### src/rtl/hyst_lvl_pkg.sv
package hyst_lvl_pkg;
  typedef logic signed [2:0] zone_t;
  typedef logic signed [2:0] level_t;

  localparam level_t LevelMax = 3'sd2;
  localparam level_t LevelMin = -3'sd2;
  localparam zone_t  ZoneOuter = 3'sd3;

  typedef struct packed {
    logic stepUp;
    logic stepDown;
    logic forceHi;
    logic forceLo;
  } lvlCmd_t;
endpackage

### src/rtl/hyst_lvl_datapath.sv
module hyst_lvl_datapath
  import hyst_lvl_pkg::*;
#(
  parameter int ErrW = 16
) (
  input  logic                   clk,
  input  logic                   rst,
  input  logic                   sampleEn,
  input  logic signed [ErrW-1:0] errIn,
  input  logic [ErrW-1:0]        thrInner,
  input  logic [ErrW-1:0]        thrMid,
  input  logic [ErrW-1:0]        thrOuter,
  input  lvlCmd_t                cmd,
  output zone_t                  zone,
  output level_t                 levelIdx,
  output logic                   levelStep
);
  localparam int MagW = ErrW + 1;
  localparam int NumBands = 3;

  logic signed [MagW-1:0] errExt;
  logic [MagW-1:0] errMag;
  logic [MagW-1:0] thrArr [NumBands];
  logic [NumBands-1:0] aboveBand;
  logic [1:0] zoneMag;
  level_t levelNext;

  assign errExt = {errIn[ErrW-1], errIn};
  assign errMag = errIn[ErrW-1] ? unsigned'(-errExt) : unsigned'(errExt);
  assign thrArr[0] = {1'b0, thrInner};
  assign thrArr[1] = {1'b0, thrMid};
  assign thrArr[2] = {1'b0, thrOuter};

  for (genvar b = 0; b < NumBands; b++) begin : g_band
    assign aboveBand[b] = (errMag >= thrArr[b]);
  end

  always_comb begin
    zoneMag = 2'd0;
    for (int b = 0; b < NumBands; b++) begin
      if (aboveBand[b]) zoneMag = 2'(b + 1);
    end
  end

  assign zone = errIn[ErrW-1] ? -zone_t'({1'b0, zoneMag}) : zone_t'({1'b0, zoneMag});

  always_comb begin
    levelNext = levelIdx;
    if (cmd.forceHi) levelNext = LevelMax;
    else if (cmd.forceLo) levelNext = LevelMin;
    else if (cmd.stepUp && levelIdx < LevelMax) levelNext = levelIdx + 3'sd1;
    else if (cmd.stepDown && levelIdx > LevelMin) levelNext = levelIdx - 3'sd1;
  end

  always_ff @(posedge clk) begin
    if (rst) begin
      levelIdx  <= '0;
      levelStep <= 1'b0;
    end else if (sampleEn) begin
      levelIdx  <= levelNext;
      levelStep <= (levelNext != levelIdx);
    end else begin
      levelStep <= 1'b0;
    end
  end

  logic signed [3:0] levelExt;
  assign levelExt = {levelIdx[2], levelIdx};

  assert_level_range_R1: assert property (@(posedge clk) disable iff (rst)
    (levelIdx >= LevelMin) && (levelIdx <= LevelMax));

  assert_single_step_R6: assert property (@(posedge clk) disable iff (rst)
    !$past(cmd.forceHi || cmd.forceLo) |->
      ((levelExt - $past(levelExt)) <= 4'sd1) && ((levelExt - $past(levelExt)) >= -4'sd1));

  assert_idle_hold_R9: assert property (@(posedge clk) disable iff (rst)
    !$past(sampleEn) |-> $stable(levelIdx) && !levelStep);

  assert_inner_hold_R4: assert property (@(posedge clk) disable iff (rst)
    $past(sampleEn && zone == 3'sd0) |-> $stable(levelIdx));

  assert_strobe_on_change_R8: assert property (@(posedge clk) disable iff (rst)
    (levelIdx != $past(levelIdx)) |-> levelStep);
endmodule

### src/rtl/hyst_lvl_control.sv
module hyst_lvl_control
  import hyst_lvl_pkg::*;
(
  input  logic    clk,
  input  logic    rst,
  input  logic    sampleEn,
  input  logic    outerEn,
  input  zone_t   zone,
  output lvlCmd_t cmd
);
  zone_t peakZone;
  zone_t posPeak;
  zone_t negPeak;
  logic  newPos;
  logic  newNeg;

  assign posPeak = (peakZone > 3'sd0) ? peakZone : 3'sd0;
  assign negPeak = (peakZone < 3'sd0) ? peakZone : 3'sd0;
  assign newPos  = (zone > 3'sd0) && (zone > posPeak);
  assign newNeg  = (zone < 3'sd0) && (zone < negPeak);

  always_comb begin
    cmd = '0;
    if (sampleEn) begin
      cmd.stepUp   = newPos;
      cmd.stepDown = newNeg;
      cmd.forceHi  = outerEn && (zone == ZoneOuter);
      cmd.forceLo  = outerEn && (zone == -ZoneOuter);
    end
  end

  always_ff @(posedge clk) begin
    if (rst) begin
      peakZone <= '0;
    end else if (sampleEn) begin
      if (zone == 3'sd0) peakZone <= '0;
      else if (newPos || newNeg) peakZone <= zone;
    end
  end

  assert_dir_exclusive_R10: assert property (@(posedge clk) disable iff (rst)
    $onehot0({cmd.stepUp | cmd.forceHi, cmd.stepDown | cmd.forceLo}));

  assert_no_repeat_R5: assert property (@(posedge clk) disable iff (rst)
    $past(sampleEn && zone > 3'sd0) && sampleEn && $stable(zone) |-> !cmd.stepUp);
endmodule

### src/rtl/hyst_level_sel.sv
module hyst_level_sel
  import hyst_lvl_pkg::*;
#(
  parameter int ErrW = 16
) (
  input  logic                   clk,
  input  logic                   rst,
  input  logic                   sampleEn,
  input  logic signed [ErrW-1:0] errIn,
  input  logic [ErrW-1:0]        thrInner,
  input  logic [ErrW-1:0]        thrMid,
  input  logic [ErrW-1:0]        thrOuter,
  input  logic                   outerEn,
  output logic signed [2:0]      levelIdx,
  output logic                   levelStep
);
  lvlCmd_t cmd;
  zone_t   zone;

  hyst_lvl_control u_control (
    .clk(clk), .rst(rst), .sampleEn(sampleEn), .outerEn(outerEn),
    .zone(zone), .cmd(cmd)
  );

  hyst_lvl_datapath #(.ErrW(ErrW)) u_datapath (
    .clk(clk), .rst(rst), .sampleEn(sampleEn), .errIn(errIn),
    .thrInner(thrInner), .thrMid(thrMid), .thrOuter(thrOuter),
    .cmd(cmd), .zone(zone), .levelIdx(levelIdx), .levelStep(levelStep)
  );
endmodule

### config.mk
export PLATFORM = sky130hd
export DESIGN_NAME = hyst_level_sel
export DESIGN_NICKNAME = d
export VERILOG_FILES = /design/src/rtl/hyst_lvl_pkg.sv /design/src/rtl/hyst_lvl_datapath.sv /design/src/rtl/hyst_lvl_control.sv /design/src/rtl/hyst_level_sel.sv
export SDC_FILE = /design/constraint.sdc
export NUM_CORES = 1
export LEC_CHECK = 0
export BUFFER_PORTS_ARGS = -buffer_cell sky130_fd_sc_hd__buf_2
export CORE_MARGIN = 4
export CORE_UTILIZATION = 35
export DETAILED_ROUTE_END_ITERATION = 16
export PLACE_DENSITY = 0.68
export RECOVER_POWER = 25
export SYNTH_ARGS = -nofsm -noshare
export SYNTH_HDL_FRONTEND = slang
export SYNTH_SLANG_ARGS = --single-unit
### constraint.sdc
create_clock -name clk -period 13 [get_ports clk]
set_input_delay 1.3 -clock clk [delete_from_list [all_inputs] [get_ports clk]]
set_output_delay 1.3 -clock clk [all_outputs]
set_load 0.05 [all_outputs]
-- After elaboration in Yosys (flattened, before gate mapping)
Index checks and enable logic that the tools add are counted.
- flip-flop bits (word level): 7
- output and inout bits: 4
- logic and storage cells: 47
- bits of input ports: 68
- mux-type cells: 14
- order comparisons: 11
- reductions and logical operators: 11
- bitwise operators: 1
- add/subtract/negate cells: 4
- equal/unequal tests: 3
- operator list (kind ; count):
    $ge 17x16->1 ; 3
    $mux 3 ; 9
    $mux 17 ; 1
    $neg 16->17 ; 1
    $eq 3x3->1 const B ; 2
    $gt 3x1->1 const B ; 2
    $logic_and 1x1->1 ; 6
    $lt 3x1->1 const B ; 2
    $mux 2 ; 2
    $mux 4 ; 1
    $add 3x2->3 const B ; 1
    $gt 3x2->1 const B ; 1
    $gt 3x3->1 ; 1
    $logic_not 3->1 ; 1
    $lt 3x3->1 ; 1
    $lt 3x3->1 const B ; 1
    $ne 3x3->1 ; 1
    $neg 2->3 ; 1
    $sub 3x2->3 const B ; 1
    $reduce_and 2->1 ; 1
    $reduce_bool 2->1 ; 1
    $reduce_or 2->1 ; 1
    $logic_or 1x1->1 ; 1
    $mux 1 ; 1
    $not 1->1 ; 1

-- Longest topological paths before layout
- depth after elaboration: 17
- depth in mapped cells: 24
- gate-level depth less buffers: 23

-- Cells and area by module
A second synthesis with hierarchy kept.
- cell total of the unflattened synthesis: 290
- area, all modules: 2178.3 µm²
- by module, submodules not included (module ; area each (µm²) ; instances ; cells an instance ; seq. area each (µm²)):
    hyst_lvl_datapath ; 1825.5 ; 1 ; 249 ; 80.1
    hyst_lvl_control ; 352.8 ; 1 ; 41 ; 60.1

-- Worst setup path before layout
Ideal clock, no wire load.
- path kind: input to register
- start point: in errIn[1]
- end point: reg u_datapath.levelIdx[2]
- path buffers: 1
- library setup time: 74 ps
- required time: 12926 ps
- arrival time: 6145 ps
- stages: 23
- slack: 6781 ps
- cell sequence: or4_1 -> nand2b_1 -> o41ai_1 -> xnor2_1 -> ha_1 -> o21ai_0 -> o22ai_1 -> a2111oi_2 -> a21o_1 -> a211o_1 -> buf_6 -> and2_2 -> ha_1 -> nand2b_1 -> a21boi_0 -> ha_1 -> nor2b_1 -> o311ai_0 -> o21ai_0 -> nand4_1 -> a21oi_1 -> or4b_1 -> a31oi_1
- cells in the longest elaborated chain, start to end: 16
- elaborated cells between the ends (all ways): 27
- classes of those cells: add/sub: 2; order compare: 7; eq/ne: 2; mux: 10; reduce/logical: 6
- RTL lines (item ; RTL line ; source):
    start, declared ; hyst_level_sel.sv:9 ; input logic signed [ErrW-1:0] errIn,
    $neg 16->17 ; hyst_lvl_datapath.sv:29 ; assign errMag = errIn[ErrW-1] ? unsigned'(-errExt) : unsigned'(errExt);
    $mux 17 * ; hyst_lvl_datapath.sv:29 ;
    $ge 17x16->1 ; hyst_lvl_datapath.sv:35 ; assign aboveBand[b] = (errMag >= thrArr[b]);
    $mux 1 ; hyst_lvl_datapath.sv:41 ; if (aboveBand[b]) zoneMag = 2'(b + 1);
    $mux 2 ; hyst_lvl_datapath.sv:41 ;
    $mux 2 * ; hyst_lvl_datapath.sv:41 ;
    $neg 2->3 ; hyst_lvl_datapath.sv:45 ; assign zone = errIn[ErrW-1] ? -zone_t'({1'b0, zoneMag}) : zone_t'({1'b0, zoneMag});
    $mux 3 * ; hyst_lvl_datapath.sv:45 ;
    $lt 3x1->1 or $lt 3x3->1 (tied branches) ; hyst_lvl_control.sv:20 ; assign newNeg = (zone < 3'sd0) && (zone < negPeak);
    $logic_and 1x1->1 ; hyst_lvl_control.sv:20 ;
    $mux 4 * ; hyst_lvl_control.sv:24 ; if (sampleEn) begin
    $logic_and 1x1->1 ; hyst_lvl_datapath.sv:52 ; else if (cmd.stepDown && levelIdx > LevelMin) levelNext = levelIdx - 3'sd1;
    $mux 3 ; hyst_lvl_datapath.sv:52 ;
    $mux 3 ; hyst_lvl_datapath.sv:51 ; else if (cmd.stepUp && levelIdx < LevelMax) levelNext = levelIdx + 3'sd1;
    $mux 3 ; hyst_lvl_datapath.sv:50 ; else if (cmd.forceLo) levelNext = LevelMin;
    $mux 3 * ; hyst_lvl_datapath.sv:49 ; if (cmd.forceHi) levelNext = LevelMax;
    end signal, assigned ; hyst_lvl_datapath.sv:60 ; levelIdx <= levelNext;
    end, declared ; hyst_lvl_datapath.sv:15 ; output level_t levelIdx,
Mark *: on every way between the ends. The rest lies on a longest branch, timed or not.
A chain may end at the register's enable or synchronous reset.

-- Worst setup path in the final report
- start point: in errIn[2]
- end point: reg u_datapath.levelIdx[1]
The elaborated chain is that of the path after synthesis.

==> impl_metrics.csv <==
group,metric,value,unit
status,status,"complete, no violations",
drt,drtPass1Iterations,4,
pwr,powerDensity,68.15,nW/um^2
flow_run,cap_violations,0,
pwr,swShare,0.4571,
setup_path,slowest_delay,0.56,ns
sta,post-route-period-util,0.5130,
setup_path,crit_path_frequent_cell,"ha_1",
floorplanning,num_rows,28,
placement,dp_hpwl,5249,um
synthesis,async_reset_ff_frac,0,
worst_hold_path,hp-start,"u_control.peakZone[1]$_SDFFE_PP0P_",
synthesis,synthMostInstantiatedCell,"ha_1",
floorplanning,initial_core_util,0.3687,
sta,slew_violations,0,
pwr,leakage,1.421,nW
worst_hold_path,hold_path_class,"reg -> reg",
sta,setup_viol,0,
pwr,vdd_drop_max,40.10,uV
sta,fmax,0.1500,GHz
drt,top_layer,"met4",
setup_path,crit-reg2reg-launch,"u_control.peakZone[2]$_SDFFE_PP0P_",
sta,rsz0062_at_grt,"false",
synthesis,synth.distinct_cells,55,
sta,relSlewSlack,0.5811,
clocking,path_clk_slew,0.04,ns
sta,worstMarginPinSlew,0.6226,ns
final_layout,syn_to_final_growth,20.66,%
clocking,clockBufferDepth,2,
grt,grt_pass1_vias,2293,
clocking,cts_buffers,3,
synthesis,syn_area,2235,sq um
synthesis,syn_avg_cell_area,7.601,sq um
pwr,combPwrFrac,0.674,
clocking,clk_latency,0.23,ns
drt,antenna_left,0,
drt,drtIter0Drc,92,
final_layout,antenna_cells,0,
drt,drc_errors,0,
drt,wire_per_inst,13.49,um
sta,fin_crit,6.669,ns
floorplanning,io_pins,72,
synthesis,synth_edf_count,0,
clocking,cts_sinks,7,
final_layout,stdcell_count,440,
clocking,postCtsSetupBuffers,0,
clocking,post_cts_resized,0,
setup_path,critPathCaptureType,"flop",
final_layout,nNetsFinal,492,
floorplanning,die_area,7727,sq um
setup_path,cp_data_required_time,13.15,ns
synthesis,ys_top_cells_by_area,"ha_1 (32%), inv_1 (9.1%), dfxtp_1 (6.3%)",
pwr,pwr-share-clk,0.172,
pwr,pwr-share-seq,0.154,
clocking,clockRootBuffer,"clkbuf_8",
setup_path,slowest_stage,"or4_1",
synthesis,synth_common_cells,"ha_1 (58), inv_1 (54), o21ai_0 (16)",
grt,grt_max_degree,22,
setup_path,crit_fanout,9,
synthesis,synth_ff_type,"dfxtp_1",
pwr,power.switching,0.00008399,W
setup_path,worstPathCellList,"buf_2 > or4_1 > nand2b_1 > o41ai_1 > xnor2_1 > ha_1 > o21ai_0 > o22ai_1 > a2111oi_2 > a21o_1 > a211o_1 > and2_2 > ha_1 > nand2b_1 > a21boi_0 > ha_1 > nor2b_1 > o311ai_0 > o21ai_0 > nand3_1 > a21oi_1 > mux2_2 > nor4_1",
final_layout,utilization,0.4449,
clocking,cts_tree,"done",
clocking,htree_num_levels,1,
final_layout,drive_gt1_frac,0.2356,
placement,placed_cells,436,
synthesis,synth.net_count,420,
final_layout,fillerInstances,638,
floorplanning,die_h,87.91,um
setup_path,start_kind,"input pin",
grt,overflow,0,
drt,via_per_inst,5.245,
pwr,p_int,0.00009977,W
setup_path,critPathLaunch,"errIn[2]",
clocking,cts-hold-fix-buffers,0,
floorplanning,die_width,87.91,um
placement,gp_congestion,0.8433,
sta,fin_skew,0.007036,ns
synthesis,ys_seq_area_frac,0.06271,
placement,numPortBuffers,71,
grt,grt_pass1_wl,9825,um
drt,routed-via-count,2308,
drt,wl_met1,2874,um
grt,antenna_found_initial,0,
synthesis,synth_warnings,0,
setup_path,crit_arrival,6.81,ns
synthesis,synth.ff_latch_count,7,
synthesis,netlist_instances,294,
floorplanning,core,6061,sq um
drt,wl_met3,306,um
drt,dr_wl_met2,2712,um
drt,wl,5936,um
sta,hold_viol,0,
setup_path,criticalPathCategory,"in -> reg",
grt,grt_use_total,0.1563,
sta,fin_tns_setup,0,ns
synthesis,synth_top_area_frac,0.3247,
synthesis,synth_top_cell_by_area,"ha_1",
==> sequential cells by signal (all words and copies together) (netlist names) <==
| name | flops |
|---|---|
| u_control.peakZone | 3 |
| u_datapath.levelIdx | 3 |
| u_datapath.levelStep | 1 |
==> worst max-delay path: cells and delay by family <==
kind	cells	cell delay, ns
AOI/OAI and AO/OA	10	2.26
adders and majority gates	3	0.87
and+or+nand+nor	7	1.68
xor gates and xnor gates	1	0.22
muxes	1	0.38
buffers and inverters	1	0.12
==> cell usage in the layout (no fill, tap or decap), types with 7 or more instances in the layout <==
| master | Yosys | final |
|---|---|---|
| nand2_1 | 14 | 14 |
| a21oi_1 | 15 | 15 |
| nor4_1 | 7 | 7 |
| nand3_1 | 8 | 8 |
| xnor2_1 | 14 | 14 |
| inv_1 | 54 | 54 |
| nand4_1 | 8 | 8 |
| buf_2 | 0 | 69 |
| o21ai_0 | 16 | 16 |
| ha_1 | 58 | 58 |
| nor2_1 | 8 | 8 |
| dfxtp_1 | 7 | 7 |
| o31ai_1 | 7 | 7 |
==> cells by family after synthesis <==
| group | count (synthesis) | synth area share |
|---|---|---|
| XOR/XNOR | 14 | 0.05487 |
| flip-flops | 7 | 0.06271 |
| AO/OA/AOI/OAI | 81 | 0.2553 |
| buffers and inverters | 58 | 0.1041 |
| other | 1 | 0.001678 |
| AND/OR/NAND/NOR | 74 | 0.1915 |
| adder cells (fa/ha/maj) | 58 | 0.3247 |
| multiplexers | 1 | 0.005039 |
==> through the flow <==
step           hold slack, ns  total power [W]  setup slack, ns  area (sq um)
3_5_place_dp           0.5188        0.0001520            6.134          2654
2_1_floorplan          0.4556        0.0001179            6.781          2235
5_1_grt                0.5783        0.0002044            5.843          2696
6_report               0.5179        0.0001838            6.331          2696
3_3_place_gp           0.4990        0.0001485            6.252          2654
4_1_cts                0.5274        0.0001845            6.347          2699
==> path summary, 6_finish.rpt <==
check,depth (start not counted),end,slack [ns]
setup / recovery,23,u_datapath.levelIdx[1]$_SDFFE_PP0P_,6.33
hold / removal,2,u_control.peakZone[1]$_SDFFE_PP0P_,0.52
setup reg to reg,10,u_datapath.levelIdx[2]$_SDFFE_PP0P_,10.63
hold reg to reg,2,u_control.peakZone[1]$_SDFFE_PP0P_,0.52
==> routing by layer <==
| layer | up-vias | GRT usage |
|---|---|---|
| met2 | 54 | 0.2712 |
| met4 | 0 | 0.02650 |
| met1 | 1020 | 0.2099 |
| met3 | 4 | 0.01787 |
| li1 | 1230 | - |
| met5 | - | 0 |
==> power groups by stage <==
stage | Combinational (W) | Sequential (W) | Clock, W
after global routing | 0.000142 | 0.0000291 | 0.0000335
after floorplan | 0.0000845 | 0.0000334 | 0
after CTS | 0.000124 | 0.0000283 | 0.0000321
after global placement | 0.000120 | 0.0000284 | 0
after detailed placement | 0.000123 | 0.0000286 | 0
final | 0.000124 | 0.0000283 | 0.0000316
==> cell type report <==
| class | count | area [sq um] | share of cell area |
|---|---|---|---|
| clock buffer | 4 | 45.04 | 0.01671 |
| multi-input combinational | 229 | 1862 | 0.6905 |
| tap | 75 | 93.84 | 0.03480 |
| inverter | 54 | 202.7 | 0.07517 |
| sequential | 7 | 140.1 | 0.05197 |
| timing repair buffer | 71 | 352.8 | 0.1309 |
No activity file was read; power rests on OpenSTA's default activity.
